==> config.mk <==
export PLATFORM = sky130hd
export DESIGN_NAME = pmb_rx_engine
export DESIGN_NICKNAME = d
export VERILOG_FILES = /design/src/rtl/pmb_rx_pkg.sv /design/src/rtl/pmb_rx_crc.sv /design/src/rtl/pmb_rx_ack_src.sv /design/src/rtl/pmb_rx_irq.sv /design/src/rtl/pmb_rx_fsm.sv /design/src/rtl/pmb_rx_engine.sv
export SDC_FILE = /design/constraint.sdc
export NUM_CORES = 1
export LEC_CHECK = 0
export BUFFER_PORTS_ARGS = -buffer_cell sky130_fd_sc_hd__clkbuf_2
export CAP_MARGIN = 20
export CORE_ASPECT_RATIO = 1.4
export CORE_MARGIN = 3
export CORE_UTILIZATION = 50
export CTS_CLUSTER_SIZE = 8
export DETAILED_ROUTE_END_ITERATION = 12
export GPL_TIMING_DRIVEN = 1
export PLACE_DENSITY = 0.77
export SYNTH_ARGS = -nofsm -noshare
export SYNTH_HDL_FRONTEND = slang
export SYNTH_SLANG_ARGS = --single-unit
==> constraint.sdc <==
create_clock -name clk -period 3.6 [get_ports clk]
set_input_delay 0.36 -clock clk [delete_from_list [all_inputs] [get_ports clk]]
set_output_delay 0.36 -clock clk [all_outputs]
set_load 0.02 [all_outputs]
==> src/rtl/pmb_rx_pkg.sv <==
`timescale 1ns/1ps
package pmb_rx_pkg;

  typedef enum logic [2:0] {
    ST_IDLE = 3'd0,
    ST_ADDR = 3'd1,
    ST_HOLD = 3'd2,
    ST_DATA = 3'd3,
    ST_DROP = 3'd4
  } rx_state_e;

  typedef enum logic [1:0] {
    EV_START   = 2'd0,
    EV_ADDR_WR = 2'd1,
    EV_BYTE    = 2'd2,
    EV_STOP    = 2'd3
  } ev_code_e;

  typedef enum logic [1:0] {
    SRC_NACK     = 2'd0,
    SRC_ADDR_MAP = 2'd1,
    SRC_MASK_MAP = 2'd2,
    SRC_PEC      = 2'd3
  } ack_src_e;

endpackage

==> src/rtl/pmb_rx_crc.sv <==
`timescale 1ns/1ps
module pmb_rx_crc #(
  parameter int          W    = 8,
  parameter logic [W-1:0] POLY = 8'h07
) (
  input  logic         clk,
  input  logic         rst_n,
  input  logic         clr,
  input  logic         upd,
  input  logic [W-1:0] din,
  output logic [W-1:0] crc
);
  logic [W-1:0] crc_q, crc_d;

  // bit-serial division unrolled over one byte, MSB first
  always_comb begin
    crc_d = crc_q;
    for (int i = W - 1; i >= 0; i--) begin
      if (crc_d[W-1] ^ din[i]) crc_d = {crc_d[W-2:0], 1'b0} ^ POLY;
      else                     crc_d = {crc_d[W-2:0], 1'b0};
    end
  end

  always_ff @(posedge clk or negedge rst_n) begin
    if (!rst_n)   crc_q <= '0;
    else if (clr) crc_q <= '0;
    else if (upd) crc_q <= crc_d;
  end

  assign crc = crc_q;


  crc_clear_chk: assert property (@(posedge clk) disable iff (!rst_n)
    clr |=> (crc == '0));


  crc_hold_chk: assert property (@(posedge clk) disable iff (!rst_n)
    (!clr && !upd) |=> $stable(crc));

endmodule

==> src/rtl/pmb_rx_ack_src.sv <==
`timescale 1ns/1ps
module pmb_rx_ack_src
  import pmb_rx_pkg::*;
#(
  parameter int W = 8
) (
  input  logic         clk,
  input  logic         rst_n,
  input  logic         map_we,
  input  logic         map_sel,
  input  logic [W-1:0] map_idx,
  input  logic         map_val,
  input  ack_src_e     src,
  input  logic [W-1:0] byte_in,
  input  logic [W-1:0] crc_in,
  output logic         ack
);
  localparam int ABITS  = W - 1;
  localparam int ADDR_N = 1 << ABITS;
  localparam int MASK_N = 1 << W;

  logic [ADDR_N-1:0] addr_map;
  logic [MASK_N-1:0] mask_map;

  always_ff @(posedge clk or negedge rst_n) begin
    if (!rst_n) begin
      addr_map <= '0;
      mask_map <= '0;
    end else if (map_we) begin
      if (map_sel) mask_map[map_idx] <= map_val;
      else         addr_map[map_idx[ABITS-1:0]] <= map_val;
    end
  end

  always_comb begin
    unique case (src)
      SRC_NACK:     ack = 1'b0;
      SRC_ADDR_MAP: ack = addr_map[byte_in[W-1:1]];
      SRC_MASK_MAP: ack = mask_map[byte_in];
      SRC_PEC:      ack = (byte_in == crc_in);
      default:      ack = 1'b0;
    endcase
  end


  mask_write_chk: assert property (@(posedge clk) disable iff (!rst_n)
    (map_we && map_sel && map_val) |=>
      (((src == SRC_MASK_MAP) && (byte_in == $past(map_idx))) -> ack));

endmodule

==> src/rtl/pmb_rx_irq.sv <==
`timescale 1ns/1ps
module pmb_rx_irq
  import pmb_rx_pkg::*;
(
  input  logic     clk,
  input  logic     rst_n,
  input  logic     set,
  input  ev_code_e code_in,
  input  logic     clr,
  output logic     irq,
  output ev_code_e code
);
  always_ff @(posedge clk or negedge rst_n) begin
    if (!rst_n) begin
      irq  <= 1'b0;
      code <= EV_START;
    end else if (set) begin
      irq  <= 1'b1;
      code <= code_in;
    end else if (clr) begin
      irq  <= 1'b0;
    end
  end


  irq_set_wins_chk: assert property (@(posedge clk) disable iff (!rst_n)
    set |=> (irq && (code == $past(code_in))));


  irq_w1c_chk: assert property (@(posedge clk) disable iff (!rst_n)
    (clr && !set) |=> !irq);

endmodule

==> src/rtl/pmb_rx_fsm.sv <==
`timescale 1ns/1ps
module pmb_rx_fsm
  import pmb_rx_pkg::*;
#(
  parameter int W = 8
) (
  input  logic         clk,
  input  logic         rst_n,
  input  logic         ev_start,
  input  logic         ev_stop,
  input  logic         rx_valid,
  input  logic [W-1:0] rx_byte,
  input  logic         rx_trig,
  input  logic         ack_now,
  output logic         rx_ready,
  output logic         ack_valid,
  output logic         ack_bit,
  output logic         ack_status,
  output logic [W-1:0] rx_data,
  output logic         crc_clr,
  output logic         crc_upd,
  output logic         ev_set,
  output ev_code_e     ev_code
);
  rx_state_e st, st_nx;
  logic byte_acc, wr_addr, in_data, take, ack_gen;

  assign rx_ready = (st != ST_HOLD);
  assign byte_acc = rx_valid && rx_ready && !ev_start && !ev_stop;
  assign wr_addr  = (st == ST_ADDR) && !rx_byte[0];
  assign in_data  = (st == ST_DATA);
  assign take     = byte_acc && (wr_addr || in_data);
  assign ack_gen  = take && ack_now;
  assign crc_clr  = ev_start;
  assign crc_upd  = byte_acc && ((st == ST_ADDR) || in_data);

  always_comb begin
    ev_set  = 1'b1;
    ev_code = EV_START;
    if (ev_start)     ev_code = EV_START;
    else if (ev_stop) ev_code = EV_STOP;
    else if (take)    ev_code = wr_addr ? EV_ADDR_WR : EV_BYTE;
    else              ev_set  = 1'b0;
  end

  always_comb begin
    st_nx = st;
    if (ev_start)     st_nx = ST_ADDR;
    else if (ev_stop) st_nx = ST_IDLE;
    else begin
      unique case (st)
        ST_ADDR: if (byte_acc) st_nx = wr_addr ? ST_HOLD : ST_DROP;
        ST_DATA: if (byte_acc) st_nx = ST_HOLD;
        ST_HOLD: if (rx_trig)  st_nx = ack_status ? ST_DATA : ST_DROP;
        default: st_nx = st;
      endcase
    end
  end

  always_ff @(posedge clk or negedge rst_n) begin
    if (!rst_n) begin
      st         <= ST_IDLE;
      ack_valid  <= 1'b0;
      ack_bit    <= 1'b0;
      ack_status <= 1'b0;
      rx_data    <= '0;
    end else begin
      st        <= st_nx;
      ack_valid <= byte_acc;
      if (byte_acc) begin
        ack_bit    <= ack_gen;
        ack_status <= ack_gen;
      end
      if (take) rx_data <= rx_byte;
    end
  end


  stall_after_byte_chk: assert property (@(posedge clk) disable iff (!rst_n)
    take |=> !rx_ready);


  trig_release_chk: assert property (@(posedge clk) disable iff (!rst_n)
    ((st == ST_HOLD) && rx_trig && !ev_start && !ev_stop) |=> rx_ready);


  drop_nack_chk: assert property (@(posedge clk) disable iff (!rst_n)
    ((st == ST_DROP) && byte_acc) |=> (ack_valid && !ack_bit));


  stop_idle_chk: assert property (@(posedge clk) disable iff (!rst_n)
    (ev_stop && !ev_start) |=> (st == ST_IDLE));


  ack_pulse_chk: assert property (@(posedge clk) disable iff (!rst_n)
    byte_acc |=> ack_valid);


  ack_quiet_chk: assert property (@(posedge clk) disable iff (!rst_n)
    !byte_acc |=> !ack_valid);

endmodule

==> src/rtl/pmb_rx_engine.sv <==
`timescale 1ns/1ps
module pmb_rx_engine
  import pmb_rx_pkg::*;
#(
  parameter int          W    = 8,
  parameter logic [W-1:0] POLY = 8'h07
) (
  input  logic         clk,
  input  logic         rst_n,
  input  logic         ev_start,
  input  logic         ev_stop,
  input  logic         rx_valid,
  input  logic [W-1:0] rx_byte,
  output logic         rx_ready,
  output logic         ack_valid,
  output logic         ack_bit,
  input  logic [1:0]   ack_sel,
  input  logic         rx_trig,
  input  logic         irq_clr,
  input  logic         map_we,
  input  logic         map_sel,
  input  logic [W-1:0] map_idx,
  input  logic         map_val,
  output logic         irq,
  output logic [1:0]   irq_code,
  output logic         ack_status,
  output logic [W-1:0] rx_data
);
  logic         crc_clr, crc_upd, ev_set, ack_now;
  logic [W-1:0] crc_val;
  ev_code_e     ev_code, code_q;

  pmb_rx_fsm #(.W(W)) u_fsm (
    .clk(clk), .rst_n(rst_n), .ev_start(ev_start), .ev_stop(ev_stop),
    .rx_valid(rx_valid), .rx_byte(rx_byte), .rx_trig(rx_trig), .ack_now(ack_now),
    .rx_ready(rx_ready), .ack_valid(ack_valid), .ack_bit(ack_bit),
    .ack_status(ack_status), .rx_data(rx_data), .crc_clr(crc_clr),
    .crc_upd(crc_upd), .ev_set(ev_set), .ev_code(ev_code)
  );

  pmb_rx_crc #(.W(W), .POLY(POLY)) u_crc (
    .clk(clk), .rst_n(rst_n), .clr(crc_clr), .upd(crc_upd),
    .din(rx_byte), .crc(crc_val)
  );

  pmb_rx_ack_src #(.W(W)) u_ack (
    .clk(clk), .rst_n(rst_n), .map_we(map_we), .map_sel(map_sel),
    .map_idx(map_idx), .map_val(map_val), .src(ack_src_e'(ack_sel)),
    .byte_in(rx_byte), .crc_in(crc_val), .ack(ack_now)
  );

  pmb_rx_irq u_irq (
    .clk(clk), .rst_n(rst_n), .set(ev_set), .code_in(ev_code),
    .clr(irq_clr), .irq(irq), .code(code_q)
  );

  assign irq_code = code_q;


  forced_nack_chk: assert property (@(posedge clk) disable iff (!rst_n)
    (rx_valid && rx_ready && !ev_start && !ev_stop && (ack_sel == 2'd0)) |=> !ack_bit);


  stop_event_chk: assert property (@(posedge clk) disable iff (!rst_n)
    (ev_stop && !ev_start) |=> (irq && (irq_code == 2'd3)));

endmodule

Word level (Yosys, flattened, before mapping)

Cells that the tools add are included.

Bits in registers: 408
Input bits: 28
Word-level logic and storage cells: 102
Output and inout bits: 15

Multiplexer cells: 38
Reductions and logical operators: 21
Eq/ne operators: 11
Magnitude comparators: 6
Bitwise operators: 17

Operators with widths:

| kind                 | count |
|---|---|
| $bwmux W256          | 1 |
| $bwmux W128          | 1 |
| $mux W3              | 15 |
| $not A3 Y3           | 8 |
| $lt A8 B9 Y1 const B | 2 |
| $lt A7 B8 Y1 const B | 2 |
| $mux W8              | 2 |
| $logic_and A1 B1 Y1  | 9 |
| $mux W1              | 9 |
| $pmux W3 S3          | 1 |
| $bmux W1 S8          | 1 |
| $demux W1 S8         | 1 |
| $eq A8 B8 Y1         | 1 |
| $ge A8 B1 Y1 const B | 1 |
| $mux W2              | 4 |
| $ne A4 B3 Y1 const B | 2 |
| $xor A1 B1 Y1        | 8 |
| $bmux W1 S7          | 1 |
| $demux W1 S7         | 1 |
| $ge A7 B1 Y1 const B | 1 |
| $eq A3 B2 Y1 const B | 2 |
| $reduce_bool A5 Y1   | 1 |
| $eq A2 B2 Y1 const B | 2 |
| $ne A4 B4 Y1 const B | 1 |
| other kinds (11)     | 16 |

Depth between registers and ports, before layout

Gate-level depths: netlist of the first run.

Word-level depth: 18
Gate-level depth with buffers: 11
Mapped depth without buffers: 9

By module

Synthesis of the first run repeated with hierarchy kept, for this count alone.

Cell total of the unflattened synthesis: 1812
Area, all modules: 21326.7 µm²

Modules (own cells, without submodules):

| module         | area each (µm²) | sequential area each (µm²) | instances | cells each |
|---|---|---|---|---|
| pmb_rx_ack_src | 19922.9         | 9609.2                     | 1         | 1696 |
| pmb_rx_fsm     | 648.1           | 325.3                      | 1         | 52 |
| pmb_rx_crc     | 645.6           | 200.2                      | 1         | 57 |
| pmb_rx_irq     | 110.1           | 75.1                       | 1         | 7 |

Worst setup path before layout of the first run

Ideal clock, no wire load.

Path type: in2reg
Start: in rx_byte[1]
End: reg u_fsm.ack_bit
Arrival: 2.248 ns
Library setup time: 0.127 ns
Path slack: 1.225 ns
Path buffers: 3
Stages: 9
Data required time: 3.473 ns
Path through: buf_6 > buf_6 > buf_6 > mux4_2 > mux4_2 > a21oi_1 > nand3_1 > a221oi_2 > a31oi_1

Longest elaborated chain between the ends: 4
Elaborated cells between the ends (all ways): 7
Those cells by class: eq/ne: 1; mux: 5; reduce/logical: 1

RTL lines:

| item                                              | line                                       | source |
|---|---|---|
| start: declaration                                | pmb_rx_engine.sv:13                        | `input logic [W-1:0] rx_byte,` |
| $bmux W1 S8 / $bmux W1 S7 (equally long branches) | pmb_rx_ack_src.sv:39, pmb_rx_ack_src.sv:38 |  |
| $mux W1 (on tied branches)                        | pmb_rx_ack_src.sv:39, pmb_rx_ack_src.sv:38 |  |
| $pmux W1 S4 (*)                                   | pmb_rx_ack_src.sv:36                       | `unique case (src)` |
| $logic_and A1 B1 Y1 (*)                           | pmb_rx_fsm.sv:33                           | `assign ack_gen = take && ack_now;` |
| end signal: assignment                            | pmb_rx_fsm.sv:71                           | `ack_bit <= ack_gen;` |
| end: declaration                                  | pmb_rx_fsm.sv:17                           | `output logic ack_bit,` |

Every way passes the cells marked *; elsewhere a longest branch is shown, timed or not. The select of a mux whose other input is x is not followed.
A chain may end at the register's enable or synchronous reset.

Worst setup path after layout of the first run

Start: reg u_ack.addr_map[95]
End: reg u_fsm.ack_bit

Longest elaborated chain between the ends: 4

RTL lines:

| item                             | line                 | source |
|---|---|---|
| start: declaration               | pmb_rx_ack_src.sv:22 | `logic [ADDR_N-1:0] addr_map;` |
| start signal: indexed assignment | pmb_rx_ack_src.sv:31 | `else addr_map[map_idx[ABITS-1:0]] <= map_val;` |
| $bmux W1 S7                      | pmb_rx_ack_src.sv:38 | `SRC_ADDR_MAP: ack = addr_map[byte_in[W-1:1]];` |
| $mux W1 (implied by the code)    | pmb_rx_ack_src.sv:38 |  |
| $pmux W1 S4                      | pmb_rx_ack_src.sv:36 |  |
| $logic_and A1 B1 Y1              | pmb_rx_fsm.sv:33     |  |

Every way passes these cells. The select of a mux whose other input is x is not followed.

==> run_results.csv, run 1 <==
group,metric,value,unit
run_status,status,"finished, final reports clean",
critical_path,path_max_fanout,2,
synthesis,synthesis.area,0.0209,sq mm
synthesis,synthMuxAreaShare,0.319,
global_route,grt_first_pass_wirelength,86600,um
global_route,grt_max_degree,137,
timing,finalSetupViolations,0,
clocking,cts_tree,"yes",
critical_path,crit_required,4.07,ns
critical_path,reg2reg_slack,1.19,ns
timing,slew-limit-headroom,0.217,
cells_and_area,layoutNonFillerInstCount,2338,
critical_path,crit_path_start_kind,"flop",
clocking,post-cts-setup-buffers,0,
synthesis,synth_compound_area_frac,0.0288,
floorplan,core_area,0.0413,sq mm
floorplan,ios,43,
timing,finalHoldViolCount,0,
pwr,p_sw,2.60,mW
pwr,total_power,10.6,mW
synthesis,yosysTopAreaCell,"dfrtp_1",
clocking,clk_transition_reported_paths,0.05,ns
pwr,ir_drop,0.345,mV
floorplan,die_height,248,um
synthesis,async_flop_share,1.00,
route,wire_per_inst,23.7,um
synthesis,synth-edff-count,0,
hold_path,hold_path_class,"input pin to flop",
clocking,cts_buffers,57,
pwr,power_frac_comb,0.091,
hold_path,holdPathStages,2,
synthesis,synth_cells,1793,
synthesis,synth_fp_nets,1824,
place,io_buffer_count,42,
job,maxCapViolations,0,
hold_path,min_from,"ev_stop",
timing,skew,0.0327,ns
critical_path,rr_startpoint,"u_ack.addr_map[95]",
place,gp_congestion,0.900,
floorplan,num_rows,88,
synthesis,ys_types,60,
synthesis,synth_top_family_by_area,"multiplexers",
clocking,clockBufferDepth,3,
cells_and_area,nets,1826,
timing,fin_crit,2.41,ns
synthesis,synth-xor-area-share,0.00837,
pwr,p_int,7.96,mW
synthesis,synth_fa_ha_area_frac,0.00179,
cells_and_area,area_delta_synth_final,10.2,%
synthesis,yosysWarnings,0,
cells_and_area,antenna_cells,0,
critical_path,worst_r2r_endpoint,"u_fsm.ack_bit",
synthesis,synth_top_area_frac,0.488,
route,viasPerCell,6.23,
place,hpwl,34900,um
timing,tightest_slew,1.17,ns
hold_path,min_to,"u_fsm.st[2]",
route,drt-initial-drc-count,1314,
route,routed_wl,55300,um
global_route,grt_util_all_layers,0.252,
pwr,switching_share,0.246,
pwr,power.density,458,mW/mm^2
floorplan,die-area,0.0444,sq mm
pwr,seq_power_share,0.463,
floorplan,die_x,179,um
cells_and_area,final_common_cell,"dfrtp_1",
timing,whs,0.0208,ns
synthesis,synth_area_leaders,"dfrtp_1, mux2_2, mux4_2, nor2_1, nand2_1",
clocking,htreeDepth,2,
place,dp_cells,2275,
global_route,grt_overflow_total,0,
timing,fin_crit_sh,0.669,
route,drc,0,
synthesis,synth-simple-area-share,0.123,
synthesis,syn_avg_cell_area,11.7,sq um
critical_path,path_class,"flop to flop",
cells_and_area,final_cell_mix,"dfrtp_1, mux2_2, nor2_1",
critical_path,cp-end-kind,"flop",
timing,drv_slew,0,
timing,max_freq,0.415,GHz
pwr,pwr-share-clk,0.446,
clocking,cts_sinks,408,
global_route,grt_pass1_vias,15173,
clocking,cts_root_buffer,"clkbuf_16",
clocking,cts_hold_buffers,1,
synthesis,synth-seq-cells,408,
clocking,cts-resized-gates,0,
floorplan,start_util,0.507,
timing,setup_tns,0,ns
cells_and_area,drive_above_1_share,0.352,
clocking,clk_latency,0.60,ns
critical_path,cp.arrival,2.88,ns
global_route,antenna_found_initial,1,
route,postRouteAntennaNets,0,
pwr,p_leak,10.4,nW
synthesis,ys_seq_area_frac,0.488,
route,dr_total_vias,14562,
synthesis,synth_ff_type,"dfrtp_1",
critical_path,ff2ff_path_depth,7,
route,drtPass1Iterations,5,
timing,grt_setup_unrepaired,"false",
-- cell usage after synthesis, types with 4 or more instances --
cell / count
inv_1: 6
nor2_1: 358
mux2_2: 399
or3_1: 4
buf_4: 11
nor4_1: 5
nor3_1: 9
a2111oi_0: 4
and3_1: 4
xnor2_1: 17
nand3b_1: 11
dfrtp_1: 408
nand4_1: 4
nor2b_1: 19
a22oi_1: 4
clkbuf_1: 112
or3b_2: 4
a31oi_1: 7
o22ai_1: 10
and2_1: 4
mux2i_1: 44
a21oi_1: 15
o221ai_1: 11
nand2b_1: 8
nand3_1: 21
buf_2: 7
nand2_1: 135
buf_6: 8
o21ai_0: 19
mux4_2: 77
-- cell type report --
class / instances / area [sq um]
fill: 3320 / 18200
tap: 540 / 676
inverter: 8 / 30.0
timing repair buffer: 84 / 606
clock inverter: 4 / 48.8
sequential: 408 / 10200
clock buffer: 58 / 1450
multi-input combinational: 1236 / 10000
-- power by group through the flow --
stage	clock (mW)	combinational, mW	sequential (mW)
after floorplan	0	0.590	4.96
after global placement	0	0.932	4.94
after detailed placement	0	0.959	4.95
after CTS	4.77	0.964	4.88
after global routing	4.96	1.04	4.90
final	4.71	0.965	4.88
-- routing by layer --
metal	vias to the layer above	share of wire	routed length (um)	GRT usage
met1	7414	0.38	20900	0.314
met5	-	0.00024	13	0
met4	2	0.064	3570	0.138
li1	6250	-	-	-
met3	227	0.070	3850	0.0424
met2	669	0.49	27000	0.418
-- worst max-delay path, cell delays in order (launching register included) --
cell      delay (ns)
dfrtp_1         0.38
mux4_2          0.47
mux4_2          0.48
mux2_2          0.30
nor3b_1         0.21
nor4_1          0.09
a221oi_2        0.29
a31oi_1         0.06
-- registers in the layout, indices dropped and copies added (netlist names) --
register         flops
u_fsm.rx_data        8
u_irq.code           2
u_crc.crc            8
u_fsm.st             3
u_ack.addr_map     128
u_fsm.ack_valid      1
u_fsm.ack_bit        1
u_ack.mask_map     256
u_irq.irq            1
-- per-stage QoR --
stage,utilization,setup WS (ns),instance area [sq um]
global placement,0.522,0.701,21600
finish,0.559,1.19,23100
detailed placement,0.522,0.676,21600
global route,0.559,1.04,23100
floorplan,-,1.22,20900
CTS,0.559,1.20,23100
-- worst max-delay path by stage --
| stage | start | to | cells past startpoint | slack (ns) |
|---|---|---|---|---|
| floorplan | rx_byte[1] | u_fsm.ack_bit | 9 | 1.22 |
| global placement | rx_byte[1] | u_fsm.ack_bit | 8 | 0.70 |
| detailed placement | rx_byte[1] | u_fsm.ack_bit | 8 | 0.68 |
| CTS | u_ack.addr_map[95] | u_fsm.ack_bit | 7 | 1.20 |
| global route | u_fsm.st[1] | u_fsm.rx_data[1] | 8 | 1.04 |
| finish | u_ack.addr_map[95] | u_fsm.ack_bit | 7 | 1.19 |
-- cells by family (layout without fill, tap and decap cells) --
kind of cell / count (synthesis) / in the layout
XOR/XNOR: 20 / 20
AND/OR/NAND/NOR: 603 / 603
adder cells (fa/ha/maj): 3 / 3
AO/OA/AOI/OAI: 90 / 90
buffers and inverters: 149 / 154
flip-flops: 408 / 408
multiplexers: 520 / 520
(Power assumes the default switching activity.)
==> run 2: changes to the inputs <==
==> constraint.sdc (replaced) <==
create_clock -name clk -period 2.38 [get_ports clk]
set_input_delay 0.238 -clock clk [delete_from_list [all_inputs] [get_ports clk]]
set_output_delay 0.238 -clock clk [all_outputs]
set_load 0.02 [all_outputs]
==> run_results.csv, run 2 (synthesis gave the netlist of run 1 again) <==
group,metric,value,unit
run_status,status,"complete, but fails checks",
run_status,violations,"setup timing",
route,routed_wl,55600,um
global_route,antenna_found_initial,1,
place,gp_congestion,0.882,
floorplan,die-area,0.0444,sq mm
clocking,clk_latency,0.59,ns
cells_and_area,layoutNonFillerInstCount,2441,
pwr,power.density,666,mW/mm^2
global_route,grt_first_pass_wirelength,87400,um
critical_path,path_class,"flop to flop",
clocking,cts_tree,"yes",
cells_and_area,largest_reg_flops,256,
clocking,cts_sinks,408,
clocking,clk_transition_reported_paths,0.05,ns
cells_and_area,biggestRegsByFlops,"u_ack.mask_map: 256 flops, u_ack.addr_map: 128 flops",
critical_path,reg2reg_slack,-0.09,ns
clocking,clockBufferDepth,3,
cells_and_area,multi_input_comb_area,0.0101,sq mm
timing,skew,0.0163,ns
cells_and_area,seq_area,0.0102,sq mm
global_route,grt_overflow_total,0,
cells_and_area,area_delta_synth_final,14.7,%
floorplan,core_area,0.0413,sq mm
clocking,post-cts-setup-buffers,0,
place,postPlaceCellArea,0.0225,sq mm
critical_path,cp-end-kind,"flop",
cells_and_area,postLayoutCellArea,0.0240,sq mm
timing,grt_setup_unrepaired,"true",
global_route,grt_max_degree,102,
global_route,grt_pass1_vias,15621,
timing,tightest_slew,0.686,ns
floorplan,die_height,248,um
global_route,grt_util_all_layers,0.255,
timing,drv_slew,0,
cells_and_area,drive_above_1_share,0.385,
pwr,p_leak,10.9,nW
place,io_buffer_count,42,
route,dr_total_vias,14878,
critical_path,path_max_fanout,2,
clocking,htreeDepth,2,
floorplan,ios,43,
pwr,ir_drop,0.544,mV
cells_and_area,nets,1928,
clocking,cts_root_buffer,"clkbuf_16",
floorplan,start_util,0.507,
cells_and_area,final_cell_mix,"dfrtp_1, mux2_2, nor2_1",
clocking,cts_buffers,57,
timing,fin_crit,2.47,ns
floorplan,die_x,179,um
critical_path,cp.arrival,2.92,ns
cells_and_area,final_common_cell,"dfrtp_1",
route,drtPass1Iterations,5,
cells_and_area,antenna_cells,0,
timing,max_freq,0.404,GHz
route,viasPerCell,6.10,
place,hpwl,35900,um
route,drc,0,
timing,slew-limit-headroom,0.539,
cells_and_area,fillers,3255,
floorplan,num_rows,88,
timing,finalSetupViolations,1,
place,dp_cells,2374,
job,maxCapViolations,0,
timing,fin_crit_sh,1.04,
timing,finalHoldViolCount,0,
critical_path,crit_required,2.83,ns
route,wire_per_inst,22.8,um
hold_path,hold_path_class,"input pin to flop",
critical_path,crit_path_start_kind,"flop",
route,drt-initial-drc-count,1387,
cells_and_area,largest_register,"u_ack.mask_map",
route,postRouteAntennaNets,0,
timing,setup_ws,-0.0942,ns
[run 2: changes by cell type in the layout (fill, tap and decap cells not counted), sizes merged]
cell,change
buf,+99
clkbuf,+1
clkinv,+1
clkinvlp,-1
dlygate4sd3,+3
[run 2: path summary, 6_finish.rpt]
kind,startpoint,endpoint,depth (start not counted)
min,ev_start,u_irq.code[1],2
min in group asynchronous,rst_n,u_ack.mask_map[144],2
max in group asynchronous,rst_n,u_ack.addr_map[126],3
max,u_ack.addr_map[23],u_fsm.ack_bit,7
max reg2reg,u_ack.addr_map[23],u_fsm.ack_bit,7
min reg2reg,u_fsm.rx_data[3],u_fsm.rx_data[3],2
[run 2: what timing repair did]
| action | in CTS | in global routing |
|---|---|---|
| setup endpoints to repair | 1 | 1 |
| gates resized for setup | 2 | 2 |
| hold buffers | 4 | 0 |
| hold endpoints to repair | 57 | 0 |
| pin swaps | 0 | 0 |
[run 2: routing by layer]
layer / track usage / wire length, um
met1: 0.315 / 21300
met4: 0.128 / 3000
met5: 0 / 17
met2: 0.431 / 27700
met3: 0.0435 / 3590
[run 2: report_power, final]
| part | total (mW) | switching [mW] | internal (mW) |
|---|---|---|---|
| logic | 1.59 | 0.916 | 0.677 |
| clock network | 7.01 | 2.82 | 4.19 |
| registers | 7.39 | 0.157 | 7.23 |
[run 2: per-stage QoR]
step                TNS (ns)  setup slack (ns)  power, mW  utilization  hold WS, ns
floorplan                  0             0.127       8.39            -      -0.0576
global placement      -0.221            -0.221       9.00        0.544        0.231
detailed placement    -0.308            -0.308       9.07        0.544        0.232
CTS                  -0.0493           -0.0493       16.1        0.581       0.0146
global route          -0.160            -0.160       16.5        0.581       0.0486
finish               -0.0942           -0.0942       16.0        0.581       0.0432
[run 2: worst max-delay path: stages, from the launching register on]
cell and delay (ns):
dfrtp_1 0.39, mux4_2 0.48, mux4_2 0.49, mux2_4 0.31, nor3b_4 0.20, nor4_2 0.07
a221oi_2 0.32, a31oi_1 0.08
[run 2: area by class of cell]
| type | instances | share of cell area |
|---|---|---|
| clock buffer | 59 | 0.0598 |
| clock inverter | 4 | 0.00209 |
| inverter | 8 | 0.00125 |
| multi-input combinational | 1236 | 0.420 |
| sequential | 408 | 0.425 |
| tap | 540 | 0.0282 |
| timing repair buffer | 186 | 0.0637 |
==> run 3: changes to the inputs <==
--- a/config.mk
+++ b/config.mk
@@ -10,7 +10,7 @@
 export CORE_ASPECT_RATIO = 1.4
 export CORE_MARGIN = 3
 export CORE_UTILIZATION = 50
-export CTS_CLUSTER_SIZE = 8
+export CTS_BUF_LIST = sky130_fd_sc_hd__clkbuf_16
 export DETAILED_ROUTE_END_ITERATION = 12
 export GPL_TIMING_DRIVEN = 1
 export PLACE_DENSITY = 0.77
==> run_results.csv, run 3 (synthesis gave the netlist of run 1 again) <==
group,metric,value,unit
route,wl_met2,27300,um
route,routed_wl,55100,um
pwr,power.density,642,mW/mm^2
critical_path,cp.arrival,2.88,ns
hold_path,hold_path_class,"input pin to flop",
pwr,p_int,11.5,mW
critical_path,cpPeakStageDelay,0.49,ns
timing,setup_tns,-0.0745,ns
critical_path,cp_num_buf_inv,0,
timing,grt_setup_unrepaired,"true",
critical_path,cp-end-kind,"flop",
floorplan,die_x,179,um
timing,finalSetupViolations,1,
timing,drv_slew,0,
global_route,grt_pass1_vias,15417,
timing,tightest_slew,0.660,ns
cells_and_area,finish.utilization,0.577,
clocking,clk_transition_reported_paths,0.06,ns
timing,max_freq,0.407,GHz
route,drc,0,
run_status,violations,"setup timing",
pwr,power_frac_comb,0.104,
global_route,grt_util_all_layers,0.253,
timing,setup_ws,-0.0745,ns
pwr,p_sw,3.81,mW
timing,fin_crit_sh,1.03,
floorplan,ios,43,
floorplan,num_rows,88,
route,highest_layer,"met5",
clocking,clk_latency,0.56,ns
clocking,htreeDepth,2,
route,viasPerCell,6.02,
global_route,antenna_found_initial,1,
critical_path,rr_startpoint,"u_ack.addr_map[23]",
place,io_buffer_count,42,
critical_path,reg2reg_slack,-0.07,ns
critical_path,slowest_stage,"mux4_2",
critical_path,crit_path_frequent_cell,"mux4_2",
global_route,grt_first_pass_wirelength,87000,um
floorplan,core_area,0.0413,sq mm
cells_and_area,drive_above_1_share,0.382,
critical_path,path_class,"flop to flop",
hold_path,min_to,"u_fsm.ack_bit",
run_status,status,"complete, but fails checks",
pwr,pwr-share-clk,0.415,
global_route,grt_overflow_total,0,
route,wl_met3,3230,um
floorplan,start_util,0.507,
clocking,cts_buffers,42,
place,gp_congestion,0.882,
timing,skew,0.0106,ns
cells_and_area,biggestRegsByFlops,"u_ack.mask_map: 256 flops, u_ack.addr_map: 128 flops",
cells_and_area,largest_register,"u_ack.mask_map",
critical_path,critical-path-top-delay-family,"multiplexers",
clocking,clockBufferDepth,3,
clocking,cts_tree,"yes",
critical_path,crit_required,2.80,ns
clocking,cts_sinks,408,
pwr,ir_drop,0.554,mV
hold_path,min_from,"ack_sel[0]",
route,drt-initial-drc-count,1369,
cells_and_area,antenna_cells,0,
timing,fin_crit,2.45,ns
pwr,switching_share,0.248,
timing,slew-limit-headroom,0.556,
route,drtPass1Iterations,5,
critical_path,ff2ff_path_depth,7,
route,wl_met1,21400,um
timing,finalHoldViolCount,0,
floorplan,die_height,248,um
pwr,seq_power_share,0.481,
critical_path,crit_path_start_kind,"flop",
route,wire_per_inst,22.4,um
cells_and_area,final_common_cell,"dfrtp_1",
cells_and_area,area_delta_synth_final,13.9,%
cells_and_area,nets,1914,
critical_path,path_cells,"mux4_2 > mux4_2 > mux2_4 > nor3b_4 > nor4_2 > a221oi_2 > a31oi_1",
place,hpwl,35900,um
clocking,cts_root_buffer,"clkbuf_16",
hold_path,holdPathStages,3,
floorplan,die-area,0.0444,sq mm
critical_path,worst_r2r_endpoint,"u_fsm.ack_bit",
global_route,grt_max_degree,102,
route,dr_total_vias,14790,
place,postPlaceCellArea,0.0225,sq mm
critical_path,path_max_fanout,2,
job,maxCapViolations,0,
cells_and_area,postLayoutCellArea,0.0238,sq mm
cells_and_area,largest_reg_flops,256,
cells_and_area,final_cell_mix,"dfrtp_1, mux2_2, nor2_1",
pwr,p_leak,10.9,nW
route,postRouteAntennaNets,0,
## run 3: cell types whose count changed in the layout (fill, tap and decap cells not counted), sizes merged
cell,before,now
clkinv,4,18
bufinv,0,2
clkinvlp,0,2
inv,8,18
clkbuf,98,84
buf,143,144
## run 3: worst min-delay path, stage by stage
cell and delay (ns):
clkbuf_2 0.13, a21oi_1 0.05, a31oi_1 0.15
## run 3: layout make-up
| class | instances | area [sq um] |
|---|---|---|
| inverters | 8 | 30.0 |
| clock inverters | 32 | 193 |
| well taps | 540 | 676 |
| clock buffers | 45 | 1130 |
| flip-flops and latches | 408 | 10200 |
| multi-input cells | 1236 | 10100 |
| repair buffers | 187 | 1540 |
| fillers | 3289 | 17500 |
## run 3: per-stage QoR
stage                     hold slack [ns]  instances  power [mW]  worst slack (ns)
after floorplan                   -0.0576       1793        8.39             0.127
after global placement              0.231       2374        9.00            -0.221
after detailed placement            0.232       2374        9.07            -0.308
after CTS                          0.0537       2456        15.4           -0.0871
after global routing               0.0852       2456        15.8            -0.128
final                              0.0729       2456        15.3           -0.0745
## run 3: routing by layer
layer	up-vias	global-route usage
met1	7605	0.315
met5	-	0
met4	2	0.132
li1	6446	-
met3	196	0.0401
met2	541	0.424
## run 3: worst max-delay path by stage
stage / start / to / slack (ns) / cells past startpoint
finish: u_ack.addr_map[23] / u_fsm.ack_bit / -0.07 / 7
global route: u_ack.addr_map[26] / u_fsm.ack_bit / -0.13 / 7
CTS: u_ack.addr_map[23] / u_fsm.ack_bit / -0.09 / 7
detailed placement: rx_byte[1] / u_fsm.ack_bit / -0.31 / 8
global placement: rx_byte[1] / u_fsm.ack_bit / -0.22 / 8
floorplan: rx_byte[1] / u_fsm.ack_bit / 0.13 / 9
## run 3: power groups by stage
| stage | sequential [mW] | combinational [mW] | clock (mW) |
|---|---|---|---|
| 3_3_place_gp | 7.47 | 1.53 | 0 |
| 6_report | 7.37 | 1.59 | 6.35 |
| 4_1_cts | 7.37 | 1.59 | 6.43 |
| 2_1_floorplan | 7.50 | 0.892 | 0 |
| 5_1_grt | 7.40 | 1.72 | 6.71 |
| 3_5_place_dp | 7.49 | 1.58 | 0 |
## run 3: repair_timing
item | 4_1_cts | 5_1_grt
gates resized for setup | 4 | 0
setup buffers | 1 | 0
hold buffers | 4 | 0
pin swaps | 3 | 2
hold endpoints to repair | 56 | 0
setup endpoints to repair | 1 | 1
